## src/rtl/kwd_pkg.sv

```systemverilog
`timescale 1ns/1ps
package kwd_pkg;
   // register window (byte offsets)
   localparam int unsigned OFF_KEY  = 'h000;
   localparam int unsigned OFF_PRE  = 'h004;
   localparam int unsigned OFF_RLD  = 'h008;
   localparam int unsigned OFF_STAT = 'h00C;
   localparam int unsigned OFF_EWC  = 'h014;
   localparam int unsigned OFF_VER  = 'h3F4;

   // key register command values
   localparam logic [15:0] KEY_LOCK = 16'h0000;
   localparam logic [15:0] KEY_OPEN = 16'h5555;
   localparam logic [15:0] KEY_KICK = 16'hAAAA;
   localparam logic [15:0] KEY_GO   = 16'hCCCC;

   // synchronised register slots
   localparam int NSLOT    = 3;
   localparam int SLOT_W   = 16;
   localparam int SLOT_PRE = 0;
   localparam int SLOT_RLD = 1;
   localparam int SLOT_EWC = 2;

   // status word bit positions
   localparam int ST_PRE = 0;
   localparam int ST_RLD = 1;
   localparam int ST_WIN = 2;
   localparam int ST_EWC = 3;
   localparam int ST_RUN = 8;

   // early-warning register bits
   localparam int EWC_EN_BIT  = 15;
   localparam int EWC_CLR_BIT = 14;
endpackage

```

## src/rtl/kwd_sync.sv

```systemverilog
`timescale 1ns/1ps
module kwd_sync #(
   parameter int          W          = 16,
   parameter logic [W-1:0] RST_VAL   = '0,
   parameter int          SYNC_TICKS = 3
) (
   input  logic         clk,
   input  logic         rst_n,
   input  logic         tick_en,
   input  logic         wr_en,
   input  logic [W-1:0] wr_data,
   output logic [W-1:0] shadow_q,
   output logic [W-1:0] active_q,
   output logic         busy_q
);
   if (SYNC_TICKS == 0) begin : g_direct
      // no crossing modelled: shadow and active move together
      always_ff @(posedge clk) begin
         if (!rst_n) begin
            shadow_q <= RST_VAL;
            active_q <= RST_VAL;
         end else if (wr_en) begin
            shadow_q <= wr_data;
            active_q <= wr_data;
         end
      end
      assign busy_q = 1'b0;
   end else begin : g_counted
      localparam int CW = $clog2(SYNC_TICKS + 1);
      localparam logic [CW-1:0] LAST = CW'(SYNC_TICKS - 1);
      logic [CW-1:0] cnt_q;
      logic          busy_r;

      always_ff @(posedge clk) begin
         if (!rst_n) begin
            shadow_q <= RST_VAL;
            active_q <= RST_VAL;
            busy_r   <= 1'b0;
            cnt_q    <= '0;
         end else if (wr_en) begin
            shadow_q <= wr_data;
            busy_r   <= 1'b1;
            cnt_q    <= '0;
         end else if (busy_r && tick_en) begin
            if (cnt_q == LAST) begin
               active_q <= shadow_q;
               busy_r   <= 1'b0;
               cnt_q    <= '0;
            end else begin
               cnt_q <= cnt_q + CW'(1);
            end
         end
      end
      assign busy_q = busy_r;
   end
endmodule

```

## src/rtl/kwd_regs.sv

```systemverilog
`timescale 1ns/1ps
module kwd_regs #(
   parameter int ADDR_W = 12,
   parameter int DATA_W = 32,
   parameter logic [7:0] VERSION = 8'h31,
   parameter logic [kwd_pkg::NSLOT-1:0][kwd_pkg::SLOT_W-1:0] SLOT_MASK = '1
) (
   input  logic                 clk,
   input  logic                 rst_n,
   input  logic                 bus_wr,
   input  logic [ADDR_W-1:0]    bus_addr,
   input  logic [DATA_W-1:0]    bus_wdata,
   output logic [DATA_W-1:0]    bus_rdata,
   input  logic [kwd_pkg::NSLOT-1:0][kwd_pkg::SLOT_W-1:0] slot_shadow,
   input  logic [kwd_pkg::NSLOT-1:0] slot_busy,
   input  logic                 running,
   output logic                 unlocked_o,
   output logic                 go_o,
   output logic                 kick_o,
   output logic                 ew_clr_o,
   output logic [kwd_pkg::NSLOT-1:0] slot_wr_o,
   output logic [kwd_pkg::NSLOT-1:0][kwd_pkg::SLOT_W-1:0] slot_wdata_o
);
   import kwd_pkg::*;

   localparam logic [ADDR_W-1:0] A_KEY  = ADDR_W'(OFF_KEY);
   localparam logic [ADDR_W-1:0] A_STAT = ADDR_W'(OFF_STAT);
   localparam logic [ADDR_W-1:0] A_VER  = ADDR_W'(OFF_VER);
   localparam logic [ADDR_W-1:0] A_EWC  = ADDR_W'(OFF_EWC);
   localparam logic [NSLOT-1:0][ADDR_W-1:0] SLOT_ADDR =
      {ADDR_W'(OFF_EWC), ADDR_W'(OFF_RLD), ADDR_W'(OFF_PRE)};

   logic        unlocked_q;
   logic        key_hit;
   logic [15:0] key_val;
   logic [DATA_W-1:0] status_w;

   assign key_hit = bus_wr && (bus_addr == A_KEY);
   assign key_val = bus_wdata[15:0];
   assign go_o    = key_hit && (key_val == KEY_GO);
   assign kick_o  = key_hit && (key_val == KEY_KICK);
   assign ew_clr_o = bus_wr && (bus_addr == A_EWC) && bus_wdata[EWC_CLR_BIT];

   // any key write decides the lock: only the open value leaves it open
   always_ff @(posedge clk) begin
      if (!rst_n)       unlocked_q <= 1'b0;
      else if (key_hit) unlocked_q <= (key_val == KEY_OPEN);
   end
   assign unlocked_o = unlocked_q;

   for (genvar i = 0; i < NSLOT; i++) begin : g_slot_wr
      assign slot_wr_o[i]    = bus_wr && unlocked_q && (bus_addr == SLOT_ADDR[i]);
      assign slot_wdata_o[i] = bus_wdata[SLOT_W-1:0] & SLOT_MASK[i];
   end

   always_comb begin
      status_w         = '0;
      status_w[ST_PRE] = slot_busy[SLOT_PRE];
      status_w[ST_RLD] = slot_busy[SLOT_RLD];
      status_w[ST_WIN] = 1'b0;
      status_w[ST_EWC] = slot_busy[SLOT_EWC];
      status_w[ST_RUN] = running;
   end

   always_comb begin
      bus_rdata = '0;
      if (bus_addr == A_STAT)     bus_rdata = status_w;
      else if (bus_addr == A_VER) bus_rdata = DATA_W'(VERSION);
      else begin
         for (int i = 0; i < NSLOT; i++)
            if (bus_addr == SLOT_ADDR[i]) bus_rdata = DATA_W'(slot_shadow[i]);
      end
   end

   logic unused_hi;
   assign unused_hi = ^bus_wdata[DATA_W-1:SLOT_W];
endmodule

```

## src/rtl/kwd_core.sv

```systemverilog
`timescale 1ns/1ps
module kwd_core #(
   parameter int CNT_W    = 12,
   parameter int PRE_W    = 4,
   parameter int MAX_CODE = 6,
   parameter int BASE_LOG = 2
) (
   input  logic             clk,
   input  logic             rst_n,
   input  logic             tick_en,
   input  logic             go,
   input  logic             kick,
   input  logic [PRE_W-1:0] div_code,
   input  logic [CNT_W-1:0] reload_val,
   input  logic             ew_en,
   input  logic [CNT_W-1:0] ew_cmp,
   input  logic             ew_clr,
   output logic             running_o,
   output logic             bark_o,
   output logic             ew_flag_o
);
   localparam int PC_W = BASE_LOG + MAX_CODE;

   logic [PC_W-1:0]  pcnt_q;
   logic [PC_W-1:0]  period_last;
   logic [PC_W:0]    span;
   logic [PRE_W-1:0] code_eff;
   logic [CNT_W-1:0] cnt_q;
   logic [CNT_W-1:0] cnt_dec;
   logic             run_q, bark_q, ewf_q;
   logic             restart, step;

   always_comb begin
      code_eff    = (div_code > PRE_W'(MAX_CODE)) ? PRE_W'(MAX_CODE) : div_code;
      span        = (PC_W+1)'(1) << (int'(code_eff) + BASE_LOG);
      period_last = PC_W'(span - (PC_W+1)'(1));
      restart     = go | (kick & run_q);
      step        = run_q & tick_en & ~restart & (pcnt_q >= period_last);
      cnt_dec     = cnt_q - CNT_W'(1);
   end

   always_ff @(posedge clk) begin
      if (!rst_n) begin
         run_q  <= 1'b0;
         pcnt_q <= '0;
         cnt_q  <= '0;
         bark_q <= 1'b0;
      end else begin
         bark_q <= 1'b0;
         if (go) run_q <= 1'b1;
         if (restart) begin
            cnt_q  <= reload_val;
            pcnt_q <= '0;
         end else if (run_q && tick_en) begin
            if (step) begin
               pcnt_q <= '0;
               if (cnt_q == '0) begin
                  bark_q <= 1'b1;
                  cnt_q  <= reload_val;
               end else begin
                  cnt_q <= cnt_dec;
               end
            end else begin
               pcnt_q <= pcnt_q + PC_W'(1);
            end
         end
      end
   end

   always_ff @(posedge clk) begin
      if (!rst_n)
         ewf_q <= 1'b0;
      else if (step && ew_en && (cnt_q != '0) && (cnt_dec == ew_cmp))
         ewf_q <= 1'b1;
      else if (ew_clr)
         ewf_q <= 1'b0;
   end

   assign running_o = run_q;
   assign bark_o    = bark_q;
   assign ew_flag_o = ewf_q;
endmodule

```

## src/rtl/keyed_wdog.sv

```systemverilog
`timescale 1ns/1ps
module keyed_wdog #(
   parameter int         ADDR_W     = 12,
   parameter int         DATA_W     = 32,
   parameter int         CNT_W      = 12,
   parameter int         PRE_W      = 4,
   parameter int         MAX_CODE   = 6,
   parameter int         BASE_LOG   = 2,
   parameter int         SYNC_TICKS = 3,
   parameter logic [7:0] VERSION    = 8'h31
) (
   input  logic              clk,
   input  logic              rst_n,
   input  logic              tick_en,
   input  logic              bus_wr,
   input  logic [ADDR_W-1:0] bus_addr,
   input  logic [DATA_W-1:0] bus_wdata,
   output logic [DATA_W-1:0] bus_rdata,
   output logic              wdog_rst_o,
   output logic              early_irq_o
);
   import kwd_pkg::*;

   if (CNT_W < 2 || CNT_W > EWC_CLR_BIT) begin : g_bad_cnt
      $error("keyed_wdog: CNT_W out of range");
   end
   if (DATA_W <= SLOT_W) begin : g_bad_data
      $error("keyed_wdog: DATA_W must exceed the slot width");
   end
   if (ADDR_W < 10) begin : g_bad_addr
      $error("keyed_wdog: ADDR_W too small for the register window");
   end
   if (BASE_LOG < 1 || MAX_CODE < 0 || (1 << PRE_W) <= MAX_CODE || PRE_W > CNT_W) begin : g_bad_pre
      $error("keyed_wdog: prescaler parameters inconsistent");
   end
   if (SYNC_TICKS < 0) begin : g_bad_sync
      $error("keyed_wdog: SYNC_TICKS negative");
   end

   localparam logic [SLOT_W-1:0] PRE_MASK = SLOT_W'((1 << PRE_W) - 1);
   localparam logic [SLOT_W-1:0] RLD_MASK = SLOT_W'((1 << CNT_W) - 1);
   localparam logic [SLOT_W-1:0] EWC_MASK = RLD_MASK | (SLOT_W'(1) << EWC_EN_BIT);
   localparam logic [NSLOT-1:0][SLOT_W-1:0] SLOT_MASK = {EWC_MASK, RLD_MASK, PRE_MASK};
   localparam logic [NSLOT-1:0][SLOT_W-1:0] SLOT_RST  = {SLOT_W'(0), RLD_MASK, SLOT_W'(0)};

   logic [NSLOT-1:0][SLOT_W-1:0] shadow_w, active_w, slot_wdata_w;
   logic [NSLOT-1:0]             busy_w, slot_wr_w;
   logic run_w, unlocked_w, go_w, kick_w, ew_clr_w;

   kwd_regs #(
      .ADDR_W(ADDR_W), .DATA_W(DATA_W), .VERSION(VERSION), .SLOT_MASK(SLOT_MASK)
   ) u_regs (
      .clk(clk), .rst_n(rst_n),
      .bus_wr(bus_wr), .bus_addr(bus_addr), .bus_wdata(bus_wdata), .bus_rdata(bus_rdata),
      .slot_shadow(shadow_w), .slot_busy(busy_w), .running(run_w),
      .unlocked_o(unlocked_w), .go_o(go_w), .kick_o(kick_w), .ew_clr_o(ew_clr_w),
      .slot_wr_o(slot_wr_w), .slot_wdata_o(slot_wdata_w)
   );

   for (genvar i = 0; i < NSLOT; i++) begin : g_slot
      kwd_sync #(
         .W(SLOT_W), .RST_VAL(SLOT_RST[i]), .SYNC_TICKS(SYNC_TICKS)
      ) u_sync (
         .clk(clk), .rst_n(rst_n), .tick_en(tick_en),
         .wr_en(slot_wr_w[i]), .wr_data(slot_wdata_w[i]),
         .shadow_q(shadow_w[i]), .active_q(active_w[i]), .busy_q(busy_w[i])
      );
   end

   kwd_core #(
      .CNT_W(CNT_W), .PRE_W(PRE_W), .MAX_CODE(MAX_CODE), .BASE_LOG(BASE_LOG)
   ) u_core (
      .clk(clk), .rst_n(rst_n), .tick_en(tick_en),
      .go(go_w), .kick(kick_w),
      .div_code(active_w[SLOT_PRE][PRE_W-1:0]),
      .reload_val(active_w[SLOT_RLD][CNT_W-1:0]),
      .ew_en(active_w[SLOT_EWC][EWC_EN_BIT]),
      .ew_cmp(active_w[SLOT_EWC][CNT_W-1:0]),
      .ew_clr(ew_clr_w),
      .running_o(run_w), .bark_o(wdog_rst_o), .ew_flag_o(early_irq_o)
   );

   logic unused_active;
   assign unused_active = ^active_w;
endmodule

```

## config.mk

```make
export PLATFORM = sky130hd
export DESIGN_NAME = keyed_wdog
export DESIGN_NICKNAME = d
export VERILOG_FILES = /design/src/rtl/kwd_pkg.sv /design/src/rtl/kwd_sync.sv /design/src/rtl/kwd_regs.sv /design/src/rtl/kwd_core.sv /design/src/rtl/keyed_wdog.sv
export SDC_FILE = /design/constraint.sdc
export NUM_CORES = 1
export LEC_CHECK = 0
export BUFFER_PORTS_ARGS = -buffer_cell sky130_fd_sc_hd__clkbuf_2
export CAP_MARGIN = 20
export CORE_UTILIZATION = 55
export CTS_BUF_LIST = sky130_fd_sc_hd__clkbuf_8
export DETAILED_ROUTE_END_ITERATION = 6
export PLACE_DENSITY_LB_ADDON = 0.05
export REMOVE_ABC_BUFFERS = 1
export SETUP_SLACK_MARGIN = 0.15
export SLEW_MARGIN = 15
export SYNTH_ARGS = -nofsm -noshare
export SYNTH_HDL_FRONTEND = slang
export SYNTH_SLANG_ARGS = --single-unit
```

## constraint.sdc

```tcl
create_clock -name clk -period 4.8 [get_ports clk]
set_input_delay 0 -clock clk [delete_from_list [all_inputs] [get_ports clk]]
set_output_delay 0 -clock clk [all_outputs]
set_load 0.1 [all_outputs]
```

==> results of run 1 <==
-- per-layer routing --
metal / vias to the layer above / track usage, %
met1: 2176 / 38.7
met5: - / 0
met2: 212 / 44.0
li1: 2298 / -
met3: 24 / 5.04
met4: 0 / 8.82
-- worst max-delay path, cell delays in order, from the launching register on --
cell and delay, ns:
dfxtp_1 0.36, or2_2 0.32, ha_1 0.30, or2_2 0.32
inv_1 0.10, nand4_1 0.11, ha_1 0.28, xnor2_1 0.18
ha_1 0.24, o21ai_0 0.16, nand2b_1 0.11, a311o_1 0.47
nand2_1 0.42, nand3_1 0.34, a31oi_1 0.23
-- power groups by stage --
stage | Sequential, W | Combinational, W | Clock [W]
3_5_place_dp | 0.000772 | 0.000111 | 0
6_report | 0.000754 | 0.000121 | 0.000533
2_1_floorplan | 0.000772 | 0.0000785 | 0
4_1_cts | 0.000754 | 0.000120 | 0.000544
3_3_place_gp | 0.000772 | 0.000111 | 0
5_1_grt | 0.000754 | 0.000127 | 0.000576
-- metrics by stage --
stage               cells  hold WS, ns
floorplan             596       0.0718
global placement      755        0.263
detailed placement    755        0.268
CTS                   783       0.0743
global route          783        0.106
finish                783       0.0795
-- cell usage in the layout (no fill, tap or decap), drive strengths merged, types with 3 or more instances in the layout --
| cell | netlist | layout |
|---|---|---|
| xnor2 | 8 | 8 |
| a222oi | 3 | 3 |
| o211ai | 5 | 5 |
| or4 | 4 | 4 |
| xor2 | 13 | 13 |
| and3 | 4 | 4 |
| a21oi | 38 | 38 |
| a221o | 3 | 3 |
| or3b | 4 | 4 |
| nor4b | 3 | 3 |
| nand2b | 5 | 5 |
| or3 | 5 | 5 |
| nor3b | 5 | 5 |
| a22oi | 4 | 4 |
| conb | 1 | 19 |
| dfxtp | 91 | 91 |
| nor2 | 56 | 56 |
| nor4bb | 5 | 5 |
| nand2 | 108 | 108 |
| buf | 23 | 5 |
| mux2i | 23 | 23 |
| clkbuf | 31 | 56 |
| o21ai | 15 | 15 |
| nand4 | 16 | 16 |
| a31oi | 11 | 11 |
| nor4 | 6 | 6 |
| nor3 | 25 | 25 |
| o22ai | 4 | 4 |
| nand3 | 47 | 47 |
| o2111ai | 3 | 3 |
| dlygate4sd3 | 0 | 13 |
| ha | 13 | 13 |
| inv | 13 | 14 |
| a22o | 5 | 5 |
| nand3b | 8 | 8 |
-- registers in the layout, indices dropped and copies added, names as in the netlist, 3 cells and up --
signal,flops
g_slot.u_sync.active_q,29
g_slot.u_sync.shadow_q,29
u_core.cnt_q,12
u_core.pcnt_q,8
g_slot.u_sync.g_counted.cnt_q,6
g_slot.u_sync.busy_q,3
-- area by class of cell --
| type | instances | area, µm² | area share [%] |
|---|---|---|---|
| clock buffers | 10 | 138 | 2.49 |
| clock inverters | 5 | 62.6 | 1.13 |
| inverters | 13 | 48.8 | 0.884 |
| multi-input cells | 492 | 2920 | 52.8 |
| flip-flops and latches | 91 | 1820 | 33.0 |
| well taps | 108 | 135 | 2.45 |
| repair buffers | 64 | 398 | 7.21 |
-- final timing paths --
| check | startpoint | endpoint | slack, ns | cells after the start |
|---|---|---|---|---|
| setup / recovery | g_slot[0].u_sync.active_q[3] | u_core.cnt_q[2] | 0.78 | 14 |
| hold / removal | bus_wr | u_regs.unlocked_o | 0.08 | 4 |
| setup reg to reg | g_slot[0].u_sync.active_q[3] | u_core.cnt_q[2] | 0.78 | 14 |
| hold reg to reg | g_slot[1].u_sync.active_q[6] | g_slot[1].u_sync.active_q[6] | 0.47 | 2 |
-- logic make-up after synthesis --
| kind of cell | Yosys count |
|---|---|
| adder cells (fa/ha/maj) | 13 |
| other | 1 |
| AND/OR/NAND/NOR | 312 |
| multiplexers | 23 |
| AO/OA/AOI/OAI | 104 |
| flip-flops | 91 |
| buffers and inverters | 67 |
| XOR/XNOR | 21 |
-- timing repair --
action                     4_1_cts  5_1_grt
setup endpoints to repair        0        0
hold endpoints to repair        28        0
gates resized for setup          0        0
hold buffers                    13        0
==> run summary, run 1 <==
Sw power - 0.000376 W
Met1 Wirelength - 5870 µm
First-pass GRT wire length - 21400 µm
DIE AREA - 0.00946 mm²
Largest family of logic cells by synthesized area - simple AND/OR/NAND/NOR gates
Met2 Routed Length - 5860 µm
Final Max Slew Viols - 0
Routed length per instance - 16.4 µm
First-pass DRT Iterations - 5
Post-Synth Simple-Gate Area - 31.3%
Core area - 0.00876 mm²
Vias in the first global route - 4308
Seq cells post-synth - 91
Post-DP HPWL - 9320 µm
Diode count - 0
Avg Inst Size Synth - 7.90 µm²
CP Capture Type - flop
GRT Util Overall - 27.9%
Setup-failing EPs final - 0
Final Util - 63.0%
Post-synth EDFFs - 0
Outcome - complete, no violations
Final GP Congestion - 0.928
Iter 0 DRT Violations - 282
Top cells by area, synth - dfxtp_1, nand2_1, nand3_1, mux2i_1, nor2_1
Final Hold Fails - 0
Num CTS Buffers - 9
CTS tree - built
Cell Area, Synth - 0.00499 mm²
Routed WL - 12900 µm
Top cells by count, synth - nand2_1, dfxtp_1, nor2_1, nand3_1, a21oi_1
Setup Fix Bufs, Post-CTS - 0
Slack of the critical path - 0.781 ns
Clock buffer depth - 2
Total Power - 0.00141 W
Synth-to-layout area growth - 10.6%
Maximum VDD drop - 0.151 mV
Area of placed instances - 0.00519 mm²
Top layer in use - met4
Synthesis Warnings - 0
Compound-gate portion of the synthesized area - 14.0%
Sink Count - 91
Top_reg_cell synth - dfxtp_1
Fmax - 249 MHz
Boundary Pins - 82
RSZ-0062 raised after global routing - false
Post-synthesis sequential area ratio - 36.5%
Internal cell power - 0.00103 W
Power Dens Cells - 255 mW/mm²
Fill cells - 790
Initial antenna violation count - 0
Max_cap viols - 0
Flop pwr share - 53.6%
Pre-CTS setup slack - 0.844 ns
Required @ worst endpoint - 5.08 ns
FFs w/ async S/R, synth - 0%
Top-count cell post-synth - nand2_1
Via Count - 4710
Clock share of power - 37.8%
LEAKAGE - 2.30 nW
Layout Nets - 732
Switching share of power - 26.7%
H-tree Lvls - 3
Gate power share - 8.6%
Port-buffer cells - 46
Yosys top cell by area - dfxtp_1
Library cells used by synthesis - 62
DRC violations left - 0
Worst Hold Class - input port to flop
Die height - 97.3 µm
Slew headroom - 27.4%
Worst Skew - 0.0133 ns
Final min period - 4.02 ns
CP Class - flop to flop
Crit path DAT - 4.30 ns
Antenna-violating nets left - 0
CP Launch Type - flop
Worst-path clk slew - 0.09 ns
Final period utilization - 83.7%
Xor/xnor share of the synthesized area - 3.69%
Layout cell share with drive strength beyond 1 - 12.0%
Die width - 97.3 µm
Adder-cell area share of the yosys netlist - 3.26%
Mux cell area share after synthesis - 4.61%
Syn Inst Count - 632
Design Area, Final - 0.00552 mm²
Clk_lat worst skew - 0.36 ns
Wire length on met3 - 935 µm
Avg Vias per Cell - 6.02
Starting Density - 57.0%
Area fraction of the dominant cell type after synthesis - 36.5%
Clock tree root buffer cell - clkbuf_8
Setup_tns - 0 ns
Overflow after GRT - 0
Slew @ Worst Pin - 1.08 ns
Std-Cell Rows - 34
Largest net degree at the start of global routing - 38
Max FO, Critical Path - 12
(Power assumes the default switching activity.)
==> run 2: changes to the inputs <==
- clock period: 4.8 -> 3.8 ns (I/O delays scaled with it)
==> run 2 against run 1 <==
Wire length rose by 0.30%. Combinational power is 30% higher. Clock skew decreased by 0.0046 ns. Cell area rose by 2.0%. Critical path type unchanged. Largest cell class unchanged. Largest power group unchanged. Highest routed layer unchanged.
==> run summary, run 2 (synthesis results as in run 1) <==
Setup_tns - 0 ns (unchanged)
Worst path depth - 13 (-1)
Fmax - 290 MHz (+17%)
Power Dens Cells - 326 mW/mm² (+28%)
Largest net degree at the start of global routing - 37 (-2.6%)
Avg Vias per Cell - 5.99 (-0.38%)
Std-Cell Rows - 34 (unchanged)
Worst-path clk slew - 0.09 ns (about the same)
Clock share of power - 39.6% (+1.8 points)
CP Launch Type - flop
Regs by FF count - g_slot.u_sync.active_q x29, g_slot.u_sync.shadow_q x29, u_core.cnt_q x12
Slowest library cell on the worst path - a2111o_1
Global-route met1 utilization - 37.9% (-0.78 points)
Starting Density - 57.0% (unchanged)
Synth-to-layout area growth - 12.9%
Die height - 97.3 µm (unchanged)
R2R Setup Slk - 0.35 ns (-0.43 ns)
Diode count - 0 (unchanged)
Final Hold Fails - 0 (unchanged)
Worst Skew - 0.00869 ns (-0.00463 ns)
Gate power share - 8.6% (about the same)
Max_cap viols - 0 (unchanged)
Final Util - 64.3% (+1.3 points)
Maximum VDD drop - 0.193 mV (+28%)
Num CTS Buffers - 9 (unchanged)
Clock tree root buffer cell - clkbuf_8
First-pass GRT wire length - 21500 µm (+0.29%)
GRT met2 Usage - 46.0% (+2.0 points)
Setup-failing EPs final - 0 (unchanged)
Internal cell power - 0.00135 W (+31%)
Final min period - 3.45 ns (-0.572 ns)
Met3 GRT Util - 4.03% (-1.0 points)
Crit-path cells - or2_2 -> ha_1 -> or2_2 -> inv_2 -> nand4_1 -> ha_2 -> ha_1 -> a2111o_1 -> a311o_1 -> buf_4 -> a21oi_1 -> o21ai_0 -> a31oi_1
Via Count - 4734 (+0.51%)
Switching share of power - 26.3% (-0.44 points)
CP Capture Type - flop
Required @ worst endpoint - 4.09 ns (-0.99 ns)
GRT Util Overall - 27.9% (-0.028 points)
Overflow after GRT - 0 (unchanged)
CP Class - flop to flop
Antenna-violating nets left - 0 (unchanged)
Vias in the first global route - 4336 (+0.65%)
Die width - 97.3 µm (unchanged)
Hold Crit Depth - 4 (unchanged)
Port-buffer cells - 46 (unchanged)
Clock buffer depth - 2 (unchanged)
Most Crowded Layer GR - met2
Slew @ Worst Pin - 0.993 ns (-0.0861 ns)
CTS tree - built
Fill cells - 759 (-3.9%)
Sink Count - 91 (unchanged)
H-tree Lvls - 3 (unchanged)
Flop pwr share - 51.9% (-1.7 points)
Worst Reg-to-Reg Cells - 13 (-1)
Clk_lat worst skew - 0.36 ns (about the same)
Most common cell after layout, fill and taps aside - nand2_1
Final period utilization - 90.7% (+7.0 points)
Setup Fix Bufs, Post-CTS - 0 (unchanged)
Layout cell share with drive strength beyond 1 - 13.9% (+1.9 points)
Post-DP HPWL - 9320 µm (about the same)
RSZ-0062 raised after global routing - false
Boundary Pins - 82 (unchanged)
Iter 0 DRT Violations - 234 (-17%)
Max FO, Critical Path - 6 (-6)
Layout Nets - 739 (+0.96%)
LEAKAGE - 2.37 nW (+3.3%)
Sw power - 0.000482 W (+28%)
First-pass DRT Iterations - 5 (unchanged)
DRC violations left - 0 (unchanged)
Final Max Slew Viols - 0 (unchanged)
CP top delay family - compound AO/OA/AOI/OAI gates
Crit path DAT - 3.74 ns (-0.56 ns)
DIE AREA - 0.00946 mm² (unchanged)
Initial antenna violation count - 0 (unchanged)
Bufs and invs on worst path - 2 (+1)
Slew headroom - 33.6% (+6.2 points)
Outcome - complete, no violations
Routed WL - 12900 µm (+0.30%)
Final GP Congestion - 0.912 (-1.7%)
Worst Hold Class - input port to flop
Core area - 0.00876 mm² (unchanged)
Crit-path max cell delay - 0.40 ns (-0.07 ns)
Routed length per instance - 16.4 µm (-0.59%)
Commonest non-fill, non-tap cells in the layout - nand2_1, dfxtp_1, nor2_1
run 2: cell types whose count changed in the layout (fill, tap and decap cells not counted), sizes merged:
| cell | change |
|---|---|
| clkinvlp | -1 |
| bufinv | +1 |
| clkbuf | -1 |
| clkinv | +1 |
| buf | +7 |
run 2: per-layer routing:
metal  vias up  share of wire (%)
li1       2318                  -
met1      2212                 45
met2       187                 47
met3        17                6.4
met4         0                1.3
met5         -                  0
run 2: final timing paths:
path	from	to
setup reg to reg	g_slot[0].u_sync.active_q[3]	u_core.cnt_q[7]
hold / removal	bus_wr	u_regs.unlocked_o
setup / recovery	g_slot[0].u_sync.active_q[3]	u_core.cnt_q[7]
hold reg to reg	g_slot[1].u_sync.active_q[1]	g_slot[1].u_sync.active_q[1]
run 2: tightest hold or removal path, cell delays in order:
cell      delay (ns)
clkbuf_2        0.11
nand3_1         0.12
a21oi_1         0.08
nor2_1          0.07
run 2: cell type report:
| type | instances | area [µm²] | share of cell area, % |
|---|---|---|---|
| Multi-Input combinational cell | 492 | 2940 | 52.2 |
| Sequential cell | 91 | 1820 | 32.4 |
| Timing Repair Buffer | 71 | 470 | 8.35 |
| Tap cell | 108 | 135 | 2.40 |
| Clock buffer | 9 | 124 | 2.20 |
| Clock inverter | 6 | 90.1 | 1.60 |
| Inverter | 13 | 48.8 | 0.866 |
run 2: timing repair:
| item | in CTS | in global routing |
|---|---|---|
| pin swaps | 0 | 2 |
| resized for setup | 1 | 9 |
| endpoints found under the setup margin | 2 | 19 |
| hold buffers | 13 | 0 |
| endpoints found under the hold margin | 29 | 0 |
run 2: per-stage QoR:
step | cells | hold slack, ns | setup slack, ns | cell area [µm²] | power (W)
finish | 790 | 0.0561 | 0.353 | 5630 | 0.00184
floorplan | 596 | 0.0718 | 0.375 | 4780 | 0.00107
global placement | 761 | 0.264 | 0.256 | 5240 | 0.00112
CTS | 789 | 0.0304 | 0.197 | 5580 | 0.00184
global route | 790 | 0.0898 | 0.161 | 5630 | 0.00189
detailed placement | 761 | 0.278 | 0.168 | 5240 | 0.00112
run 2: power groups by stage:
stage	sequential, W	clock [W]	combinational, W
after floorplan	0.000975	0	0.0000992
after global placement	0.000975	0	0.000140
after detailed placement	0.000975	0	0.000142
after CTS	0.000953	0.000731	0.000152
after global routing	0.000953	0.000771	0.000164
final	0.000953	0.000726	0.000157
==> run 3: changes to the inputs <==
--- a/config.mk
+++ b/config.mk
@@ -12,3 +12,3 @@
 export DETAILED_ROUTE_END_ITERATION = 6
-export PLACE_DENSITY_LB_ADDON = 0.05
+export PLACE_DENSITY = 0.78
 export REMOVE_ABC_BUFFERS = 1
==> constraint.sdc (replaced) <==
create_clock -name clk -period 3.8 [get_ports clk]
set_input_delay 0.19 -clock clk [delete_from_list [all_inputs] [get_ports clk]]
set_output_delay 0.19 -clock clk [all_outputs]
set_load 0.1 [all_outputs]
==> run 3 against run 2 <==
Sequential power is essentially flat. Worst setup slack lost 0.057 ns. Die area is the same. Global-route usage grew 0.45 points. Sequential cell count is the same. Utilization shrank 1.9 points. Hold slack gained 0.030 ns. First-iteration DRC count grew 57%. Cell area shrank 3.0%. Critical endpoint is now u_core.cnt_q[9].
==> run summary, run 3 (synthesis results as in run 1) <==
Outcome - complete, no violations
Initial antenna violation count - 0 (unchanged)
Worst Reg-to-Reg Cells - 13 (unchanged)
Total Power - 0.00180 W (-2.0%)
Routed length per instance - 17.1 µm (+4.8%)
Std-Cell Rows - 34 (unchanged)
Overflow after GRT - 0 (unchanged)
Port-buffer cells - 46 (unchanged)
CP Launch Type - flop
Required @ worst endpoint - 4.02 ns (-0.07 ns)
Hold EP - g_slot[1].u_sync.shadow_q[4]
Sink Count - 91 (unchanged)
Crit path DAT - 3.72 ns (-0.02 ns)
Antenna-violating nets left - 0 (unchanged)
CP Capture Type - flop
Die height - 97.3 µm (unchanged)
Starting Density - 57.0% (unchanged)
CP Class - flop to flop
Crit-path max cell delay - 0.39 ns (about the same)
Vias in the first global route - 4478 (+3.3%)
Worst Skew - 0.0126 ns (+0.00387 ns)
Crit-path cells - or2_2 -> ha_1 -> or2_2 -> inv_2 -> nand4_1 -> ha_2 -> ha_1 -> a2111o_1 -> a311oi_1 -> buf_4 -> nor3_4 -> o21ai_0 -> a31oi_1
Fmax - 285 MHz (-1.6%)
Power Dens Cells - 329 mW/mm² (+1.0%)
Layout cell share with drive strength beyond 1 - 14.1% (+0.12 points)
Area of placed instances - 0.00523 mm² (-0.14%)
R2R Setup Slk - 0.30 ns (-0.06 ns)
Hold Crit Depth - 3 (-1)
CTS tree - built
First-pass GRT wire length - 21600 µm (+0.64%)
Core area - 0.00876 mm² (unchanged)
H-tree Lvls - 3 (unchanged)
Setup Fix Bufs, Post-CTS - 0 (unchanged)
Slowest library cell on the worst path - a2111o_1
Worst Hold Class - input port to flop
Hold Startpoint - bus_wdata[4]
Boundary Pins - 82 (unchanged)
Routed WL - 13300 µm (+3.1%)
Clock buffer depth - 2 (unchanged)
Iter 0 DRT Violations - 367 (+57%)
RSZ-0062 raised after global routing - false
Final Max Slew Viols - 0 (unchanged)
DIE AREA - 0.00946 mm² (unchanged)
GRT Util Overall - 28.3% (+0.45 points)
Setup_tns - 0 ns (unchanged)
LEAKAGE - 2.29 nW (-3.6%)
DRC violations left - 0 (unchanged)
Final Hold Fails - 0 (unchanged)
Clock tree root buffer cell - clkbuf_8
Critical R2R Launch - g_slot[0].u_sync.active_q[3]
Fill cells - 766 (+0.92%)
Via Count - 4815 (+1.7%)
Avg Vias per Cell - 6.20 (+3.4%)
Worst reg2reg endpoint - u_core.cnt_q[9]
Diode count - 0 (unchanged)
Die width - 97.3 µm (unchanged)
Layout Nets - 725 (-1.9%)
Most common cell after layout, fill and taps aside - nand2_1
Max FO, Critical Path - 8 (+2)
Slew headroom - 28.4% (-5.2 points)
Bufs and invs on worst path - 2 (unchanged)
Design Area, Final - 0.00546 mm² (-3.0%)
First-pass DRT Iterations - 5 (unchanged)
Worst-path clk slew - 0.10 ns (about the same)
Max_cap viols - 0 (unchanged)
CP startpoint - g_slot[0].u_sync.active_q[3]
Final GP Congestion - 0.927 (+1.7%)
Largest net degree at the start of global routing - 37 (unchanged)
Maximum VDD drop - 0.175 mV (-9.3%)
CP top delay family - compound AO/OA/AOI/OAI gates
Post-DP HPWL - 9500 µm (+1.9%)
Final period utilization - 92.2% (+1.5 points)
Final min period - 3.50 ns (+0.0573 ns)
Clk_lat worst skew - 0.37 ns (about the same)
Setup-failing EPs final - 0 (unchanged)
Regs by FF count - g_slot.u_sync.active_q x29, g_slot.u_sync.shadow_q x29, u_core.cnt_q x12
Synth-to-layout area growth - 9.45%
Slew @ Worst Pin - 1.07 ns (+0.0780 ns)
Commonest non-fill, non-tap cells in the layout - nand2_1, dfxtp_1, nor2_1
Num CTS Buffers - 9 (unchanged)
run 3: area by class of cell:
type                    instances  area, µm²  share of cell area [%]
well taps                     108        135                    2.47
flip-flops and latches         91       1820                    33.4
multi-input cells             492       2930                    53.7
clock inverters                 6       72.6                    1.33
repair buffers                 57        310                    5.68
inverters                      13       48.8                   0.893
clock buffers                  10        138                    2.52
run 3: through the flow:
step / util (%) / cells / hold WS, ns / worst slack (ns)
final: 62.3 / 777 / 0.0857 / 0.296
after global routing: 62.3 / 777 / 0.0898 / 0.124
after CTS: 62.1 / 776 / 0.0821 / 0.186
after detailed placement: 59.7 / 760 / 0.451 / 0.229
after global placement: 59.7 / 760 / 0.449 / 0.317
after floorplan: - / 596 / 0.262 / 0.375
run 3: worst max path at each step:
stage                            endpoint  slack (ns)  depth (start not counted)
after CTS                 u_core.cnt_q[4]        0.19                         15
after global routing      u_core.cnt_q[3]        0.12                         15
after floorplan           u_core.cnt_q[2]        0.38                         12
after global placement    u_core.cnt_q[6]        0.32                         15
final                     u_core.cnt_q[9]        0.30                         13
after detailed placement  u_core.cnt_q[4]        0.23                         15
run 3: repair_timing:
action / CTS / global route
gates resized for setup: 0 / 9
endpoints found under the setup margin: 0 / 20
hold buffers: 0 / 0
hold endpoints to repair: 0 / 0
run 3: worst min-delay path: cells and delay by family:
family,cells,cell delay (ns)
simple gates,2,0.12
buf+inv,1,0.12
run 3: metal layers:
metal / vias to the layer above / part of all wire [%] / GRT usage (%)
li1: 2289 / - / -
met1: 2233 / 41 / 36.2
met2: 261 / 49 / 47.2
met3: 32 / 8.0 / 4.82
met4: 0 / 1.8 / 12.0
met5: - / 0 / 0
run 3: report_power, final:
| group | switching [W] | internal, W | total (W) | leakage [nW] |
|---|---|---|---|---|
| Clock | 0.000371 | 0.000331 | 0.000702 | 0.109 |
| Combinational | 0.000124 | 0.0000201 | 0.000144 | 1.44 |
| Sequential | 0.00000000000461 | 0.000953 | 0.000953 | 0.735 |
